`src/rtl/swrst_pkg.sv`:
```
package swrst_pkg;
   localparam int NUM_DOM  = 18;
   localparam int CH_DMA   = 0;
   localparam int CH_WDT   = 1;
   localparam int CH_GPIO0 = 2;
   localparam int CH_GPIO1 = 3;
   localparam int CH_RNG   = 15;
   localparam int CH_CPU   = NUM_DOM;
   localparam int NUM_CH   = NUM_DOM + 1;

   localparam int NUM_GRP      = 3;
   localparam int GRP_SOFT     = 0;
   localparam int GRP_PERIPH   = 1;
   localparam int GRP_SYS      = 2;
   localparam int GRP_BIT_BASE = 29;

   typedef logic [NUM_CH-1:0] ch_vec_t;

   // Channels covered by each grouped request
   function automatic ch_vec_t grp_mask(int g);
      ch_vec_t m;
      m = '1;
      if (g != GRP_SYS) begin
         m[CH_CPU] = 1'b0;
         m[CH_WDT] = 1'b0;
      end
      if (g == GRP_PERIPH) begin
         m[CH_GPIO0] = 1'b0;
         m[CH_GPIO1] = 1'b0;
      end
      return m;
   endfunction
endpackage

```
`src/rtl/swrst_pulse_chan.sv`:
```
module swrst_pulse_chan #(
   parameter int unsigned PULSE_CYCLES = 8
) (
   input  logic clk_i,
   input  logic rst_ni,
   input  logic start_i,
   output logic active_o
);
   if (PULSE_CYCLES < 1) begin : g_bad_len
      $error("PULSE_CYCLES must be at least 1");
   end

   if (PULSE_CYCLES == 1) begin : g_flop
      logic act_q;
      always_ff @(posedge clk_i or negedge rst_ni) begin
         if (!rst_ni)      act_q <= 1'b0;
         else if (act_q)   act_q <= 1'b0;
         else              act_q <= start_i;
      end
      assign active_o = act_q;
   end else begin : g_count
      localparam int CW = $clog2(PULSE_CYCLES + 1);
      logic [CW-1:0] cnt_q;
      always_ff @(posedge clk_i or negedge rst_ni) begin
         if (!rst_ni)
            cnt_q <= '0;
         else if (cnt_q != '0)
            cnt_q <= cnt_q - CW'(1);
         else if (start_i)
            cnt_q <= CW'(PULSE_CYCLES);
      end
      assign active_o = (cnt_q != '0);
   end
endmodule

```
`src/rtl/swrst_group_track.sv`:
```
module swrst_group_track (
   input  logic clk_i,
   input  logic rst_ni,
   input  logic start_i,
   input  logic covered_busy_i,
   output logic busy_o
);
   always_ff @(posedge clk_i or negedge rst_ni) begin
      if (!rst_ni)              busy_o <= 1'b0;
      else if (start_i)         busy_o <= 1'b1;
      else if (!covered_busy_i) busy_o <= 1'b0;
   end
endmodule

```
`src/rtl/swrst_ctrl.sv`:
```
module swrst_ctrl
   import swrst_pkg::*;
#(
   parameter int unsigned PULSE_CYCLES = 8,
   parameter int unsigned DATA_W       = 32
) (
   input  logic                clk_i,
   input  logic                rst_ni,
   input  logic                test_mode_i,
   input  logic                wr_en_i,
   input  logic [DATA_W-1:0]   wr_data_i,
   output logic [DATA_W-1:0]   rd_data_o,
   output logic [NUM_DOM-1:0]  dom_rst_o,
   output logic                cpu_rst_o
);
   if (DATA_W < GRP_BIT_BASE + NUM_GRP) begin : g_bad_width
      $error("DATA_W too small for the group bits");
   end

   ch_vec_t              ch_act;
   ch_vec_t              ch_req;
   logic [NUM_GRP-1:0]   grp_busy;
   logic [NUM_GRP-1:0]   grp_start;
   logic                 wr_ok;

   // The register block itself is held in reset during a system reset
   assign wr_ok = wr_en_i & ~grp_busy[GRP_SYS];

   always_comb begin
      ch_req = '0;
      if (wr_ok) ch_req[NUM_DOM-1:0] = wr_data_i[NUM_DOM-1:0];
      if (!test_mode_i) ch_req[CH_RNG] = 1'b0;
      for (int g = 0; g < NUM_GRP; g++) begin
         if (grp_start[g]) ch_req = ch_req | grp_mask(g);
      end
   end

   for (genvar c = 0; c < NUM_CH; c++) begin : g_chan
      swrst_pulse_chan #(.PULSE_CYCLES(PULSE_CYCLES)) chan_i (
         .clk_i    (clk_i),
         .rst_ni   (rst_ni),
         .start_i  (ch_req[c]),
         .active_o (ch_act[c])
      );
   end

   for (genvar g = 0; g < NUM_GRP; g++) begin : g_grp
      localparam ch_vec_t MASK = grp_mask(g);
      assign grp_start[g] = wr_ok & wr_data_i[GRP_BIT_BASE+g] & ~grp_busy[g];
      swrst_group_track trk_i (
         .clk_i          (clk_i),
         .rst_ni         (rst_ni),
         .start_i        (grp_start[g]),
         .covered_busy_i (|(ch_act & MASK)),
         .busy_o         (grp_busy[g])
      );
   end

   always_comb begin
      rd_data_o = '0;
      rd_data_o[NUM_DOM-1:0] = ch_act[NUM_DOM-1:0];
      for (int g = 0; g < NUM_GRP; g++) begin
         rd_data_o[GRP_BIT_BASE+g] = grp_busy[g];
      end
   end

   assign dom_rst_o = ch_act[NUM_DOM-1:0];
   assign cpu_rst_o = ch_act[CH_CPU];
endmodule

```
`config.mk`:
```
export PLATFORM = sky130hd
export DESIGN_NAME = swrst_ctrl
export DESIGN_NICKNAME = d
export VERILOG_FILES = /design/src/rtl/swrst_pkg.sv /design/src/rtl/swrst_pulse_chan.sv /design/src/rtl/swrst_group_track.sv /design/src/rtl/swrst_ctrl.sv
export SDC_FILE = /design/constraint.sdc
export NUM_CORES = 1
export LEC_CHECK = 0
export BUFFER_PORTS_ARGS = -buffer_cell sky130_fd_sc_hd__buf_2
export CELL_PAD_IN_SITES_DETAIL_PLACEMENT = 0
export CELL_PAD_IN_SITES_GLOBAL_PLACEMENT = 1
export CORE_ASPECT_RATIO = 0.75
export CORE_MARGIN = 2
export CORE_UTILIZATION = 36
export CTS_CLUSTER_DIAMETER = 200
export DETAILED_ROUTE_END_ITERATION = 10
export PLACE_DENSITY = 0.82
export SLEW_MARGIN = 20
export SYNTH_ARGS = -nofsm -noshare
export SYNTH_HDL_FRONTEND = slang
export SYNTH_SLANG_ARGS = --single-unit
```
`constraint.sdc`:
```
create_clock -name clk_i -period 2 [get_ports clk_i]
set_input_delay 0.4 -clock clk_i [delete_from_list [all_inputs] [get_ports clk_i]]
set_output_delay 0.4 -clock clk_i [all_outputs]
set_load 0.05 [all_outputs]
```
## Yosys cells after proc, flatten, opt, wreduce, memory -nomap -nowiden

Index checks and enable logic that the tools add are counted.

- Flip-flop bits (word level): 79
- Bits in latches: 0
- RAM bits: 0
- ROM bits: 0
- Bits of input ports: 36
- Word-level logic and storage cells: 149
- Memories kept: 0

- Add/subtract/negate cells: 19
- Multipliers: 0
- Div/mod/pow operators: 0
- Order comparisons: 0
- Equal/unequal tests: 3
- Shift operators: 0
- Muxes and demuxes: 52
- Bitwise gates (word level): 12
- Reductions and logical operators: 41

Operators by type and width:

| cell | number |
|---|---|
| $mux 4 | 38 |
| $reduce_bool 4->1 | 19 |
| $sub 4x1->4 const B | 19 |
| $mux 19 | 3 |
| $reduce_bool 2->1 | 19 |
| $or 18x19->19 | 1 |
| $or 19x19->19 | 1 |
| $reduce_or 19->1 | 1 |
| $mux 18 | 1 |
| $reduce_or 17->1 | 1 |
| $reduce_or 15->1 | 1 |
| $mux 1 | 9 |
| $and 1x1->1 | 7 |
| $ne 2x1->1 const B | 3 |
| $not 1->1 | 3 |
| $mux 2 | 1 |

## Longest topological paths before layout

- Depth after elaboration: 12
- Mapped depth: 6
- Depth with buffers taken out: 5

## Modules after synthesis

A second synthesis with hierarchy kept.

- Cells, all modules: 381
- Area total of the unflattened synthesis: 3931.3 um2

By module, submodules not included:

| module | instances | cells each | area an instance (um2) | seq. area each (um2) |
|---|---|---|---|---|
| swrst_pulse_chan | 19 | 16 | 173.9 | 100.1 |
| swrst_ctrl | 1 | 71 | 529.3 | 0.0 |
| swrst_group_track | 3 | 2 | 32.5 | 25.0 |

## Worst setup path after synthesis

No wires, ideal clock.

- Kind: register to register
- From: register g_chan[14].chan_i.g_count.cnt_q[1]
- To: register g_grp[2].trk_i.busy_o
- Library setup time: 0.147 ns
- Data arrival time: 1.751 ns
- Data required time: 1.853 ns
- Path slack: 0.102 ns
- Stages on the path, launching flop included: 6
- Path buffers: 0
- Path through: dfrtp_1 > or4_4 > nor4_2 > nand2_1 > nor4_2 > a41oi_1

- Cells in the longest elaborated chain, start to end: 3

Ends and longest elaborated chain:

| element | RTL line | text |
|---|---|---|
| start, declared | swrst_pulse_chan.sv:23 | `logic [CW-1:0] cnt_q;` |
| start signal, assigned | swrst_pulse_chan.sv:28 | `cnt_q <= cnt_q - CW'(1);` |
| start signal, assigned | swrst_pulse_chan.sv:30 | `cnt_q <= CW'(PULSE_CYCLES);` |
| $reduce_bool 4->1 | swrst_pulse_chan.sv:32 | `assign active_o = (cnt_q != '0);` |
| net g_chan[14].chan_i.active_o | swrst_pulse_chan.sv:7 | `output logic active_o` |
| $reduce_or 19->1 | swrst_ctrl.sv:54 | `.covered_busy_i (\|(ch_act & MASK)),` |
| $ne 2x1->1 (no source line) | n/a |  |
| end signal, assigned | swrst_group_track.sv:9 | `if (!rst_ni) busy_o <= 1'b0;` |
| end signal, assigned | swrst_group_track.sv:10 | `else if (start_i) busy_o <= 1'b1;` |
| end signal, assigned | swrst_group_track.sv:11 | `else if (!covered_busy_i) busy_o <= 1'b0;` |
| end, declared | swrst_group_track.sv:6 | `output logic busy_o` |

The timed path passes the listed nets, and every way through them passes these cells.
A chain may end at the register's enable or synchronous reset.

## Worst setup path after layout

- From: register g_chan[10].chan_i.g_count.cnt_q[1]
- To: output rd_data_o[10]

- Cells in the longest elaborated chain, start to end: 1

Ends and longest elaborated chain:

| element | RTL line | text |
|---|---|---|
| start, declared | swrst_pulse_chan.sv:23 |  |
| start signal, assigned | swrst_pulse_chan.sv:28 |  |
| start signal, assigned | swrst_pulse_chan.sv:30 |  |
| $reduce_bool 4->1 | swrst_pulse_chan.sv:32 |  |
| end, declared | swrst_ctrl.sv:12 | `output logic [DATA_W-1:0] rd_data_o,` |

Every way passes these cells.

==> impl_metrics.tcl <==
set metrics [dict create \
    min_path_cells 3 \
    coreArea_um2 10200 \
    period_share_pct 99.1 \
    die_y_um 92.2 \
    grt_busiest_layer "met2" \
    syn_inst 401 \
    final_util_pct 48.5 \
    cp.required_ns 1.60 \
    r2r_slack_ns 0.13 \
    synthDistinctLibCells 28 \
    dieWidth_um 122 \
    clock_latency_ns 0.34 \
    fin_skew_ns 0.00348 \
    synth-edff-count 0 \
    critical_path.max_stage_delay_ns 0.57 \
    detail-route-antenna-nets 0 \
    initial_core_util_pct 36.7 \
    path_buf_inv 2 \
    crit_family "simple AND/OR/NAND/NOR gates" \
    viasPerCell 4.65 \
    antenna_found_initial 0 \
    synth.area.top_cells "dfrtp_1 (53%), buf_4 (10%), nand2_1 (7.2%)" \
    fin_ws_ns 0.0172 \
    yosysSeqAreaShare_pct 53.0 \
    drtPass1Iterations 4 \
    yosys.area.top_type "dfrtp_1" \
    rsz0062_at_grt "true" \
    worstPathCellList "or4_4 > buf_6 > buf_8" \
    synth.yosys.warnings 0 \
    cts-buffers-inserted 9 \
    final_cell_mix "dfrtp_1 (79), nand2_1 (72), o21ai_0 (52)" \
    reg2reg_from "g_chan[12].chan_i.g_count.cnt_q[3]$_DFFE_PN0P_" \
    rr_endpoint "g_grp[0].trk_i.busy_o$_DFFE_PN0P_" \
    critical-path-slowest-cell "or4_4" \
    crit_path_start_kind "flop" \
    drive_above_1_share_pct 31.3 \
    drc 0 \
    cts-root-buf "clkbuf_16" \
    htree_levels 3 \
    grtUsageMet1_pct 18.9 \
    area_delta_synth_final_pct 32.1 \
    io_pins 87 \
    slew_headroom_pct 51.1 \
    grt_max_degree 41 \
    rr_worst_depth 6 \
    pre_cts_ws_ns -0.0304 \
    port_buffers 64 \
    drv_slew 0 \
    num_rows 32 \
    status "complete, no violations" \
    min-delay-start "wr_data_i[6]" \
    setup_viol 0 \
    final_common_cell "dfrtp_1" \
    cap_violations 0 \
    hpwlAfterDp_um 5330 \
    syn_area_per_cell_um2 9.31 \
    tightest_slew_ns 0.733 \
    dominantRegCellSynth "dfrtp_1" \
    ys_async_sr_fraction_pct 100 \
    num_vias 2895 \
    path_class "flop to primary output" \
    nets 517 \
    grt_use_total_pct 14.6 \
    gp_congestion 0.776 \
    num_antenna_cells 0 \
    drt-initial-drc-count 243 \
    yosys_register_bits 79 \
    syn_area_um2 3730 \
    timing.fmax_ghz 0.504 \
    wirelength_um 7720 \
    finalCriticalPeriod_ns 1.98 \
    met2_usage_pct 23.2 \
    dieArea_um2 11200 \
    end_kind "primary output" \
    clockBufferDepth 2 \
    overflow 0 \
    arrival_ns 1.58 \
    critPathMaxFanout 3 \
    hold_end "g_chan[6].chan_i.g_count.cnt_q[3]$_DFFE_PN0P_" \
    grt_pass1_wl_um 12700 \
    final_hold_viol_count 0 \
    grt_pass1_vias 2721 \
    wire_per_inst_um 12.4 \
    clkSinkCount 79 \
    cts_tree "built" \
    synthDominantCellAreaShare_pct 53.0 \
    met3_usage_pct 4.42 \
    hold_class "input pin to flop" \
    clkSlewWorstSetupHoldPaths_ns 0.06 \
]
per-stage QoR:
stage	hold slack [ns]	TNS [ns]	instances	cell area, um^2
2_1_floorplan	0.104	0	411	3770
3_3_place_gp	0.294	-0.00681	594	4170
3_5_place_dp	0.295	-0.0340	594	4170
4_1_cts	0.316	-0.0301	611	4750
5_1_grt	0.335	-0.123	622	4930
6_report	0.328	0	622	4930
cells by family (layout without fill, tap and decap cells):
logic type / after synthesis / count (layout) / share of synthesized area, %
and+or+nand+nor: 168 / 168 / 22.2
AOI/OAI and AO/OA: 90 / 90 / 12.9
DFF: 79 / 79 / 53.0
buffers and inverters: 61 / 136 / 11.2
muxes: 2 / 2 / 0.603
other: 1 / 11 / 0.100
area by class of cell:
type / count / area [um^2]
timing repair buffer: 112 / 888
tap: 136 / 170
fill: 940 / 5240
inverter: 8 / 30.0
multi-input combinational: 271 / 1500
clock inverter: 7 / 145
sequential: 79 / 1980
clock buffer: 9 / 225
worst min-delay path, stage by stage:
cell	delay, ns
buf_2	0.07
a21oi_1	0.05
o21ai_1	0.10
sequential cells by signal, indices dropped and copies added (netlist names):
signal	flops
g_chan.chan_i.g_count.cnt_q	76
g_grp.trk_i.busy_o	3
layer usage:
| metal | vias to the layer above | share of wire (%) |
|---|---|---|
| li1 | 1473 | - |
| met1 | 1368 | 47 |
| met2 | 46 | 48 |
| met5 | - | 0 |
| met4 | 0 | 1.3 |
| met3 | 8 | 4.0 |
worst max path at each step:
stage                                                        start                           endpoint  slack (ns)  cells after the start
finish              g_chan[10].chan_i.g_count.cnt_q[1]$_DFFE_PN0P_                      rd_data_o[10]        0.02                      3
global route        g_chan[12].chan_i.g_count.cnt_q[3]$_DFFE_PN0P_                      dom_rst_o[12]       -0.02                      3
CTS                 g_chan[12].chan_i.g_count.cnt_q[3]$_DFFE_PN0P_                      dom_rst_o[12]       -0.01                      3
detailed placement  g_chan[12].chan_i.g_count.cnt_q[1]$_DFFE_PN0P_  g_grp[2].trk_i.busy_o$_DFFE_PN0P_       -0.03                      6
global placement    g_chan[12].chan_i.g_count.cnt_q[1]$_DFFE_PN0P_  g_grp[2].trk_i.busy_o$_DFFE_PN0P_      -0.007                      6
floorplan           g_chan[14].chan_i.g_count.cnt_q[1]$_DFFE_PN0P_  g_grp[2].trk_i.busy_o$_DFFE_PN0P_        0.10                      5
Yosys cell counts (7+ instances only):
cell,number
a21oi_1,18
buf_4,50
dfrtp_1,79
inv_1,8
nand2_1,72
nand2b_1,12
nor2_1,32
nor2b_1,14
nor3_1,14
o21ai_0,52
o21ai_1,7
repair_timing:
action                     in CTS  in global routing
pin swaps                       4                 10
hold endpoints to repair       16                  0
buffers inserted                0                 12
setup endpoints to repair      32                 33
cloned                          0                  0
resized for setup              51                 24
hold buffers                    1                  0
Power is not shown: default switching activity piles up to over one toggle a cycle in this logic, so the estimate is an artifact.
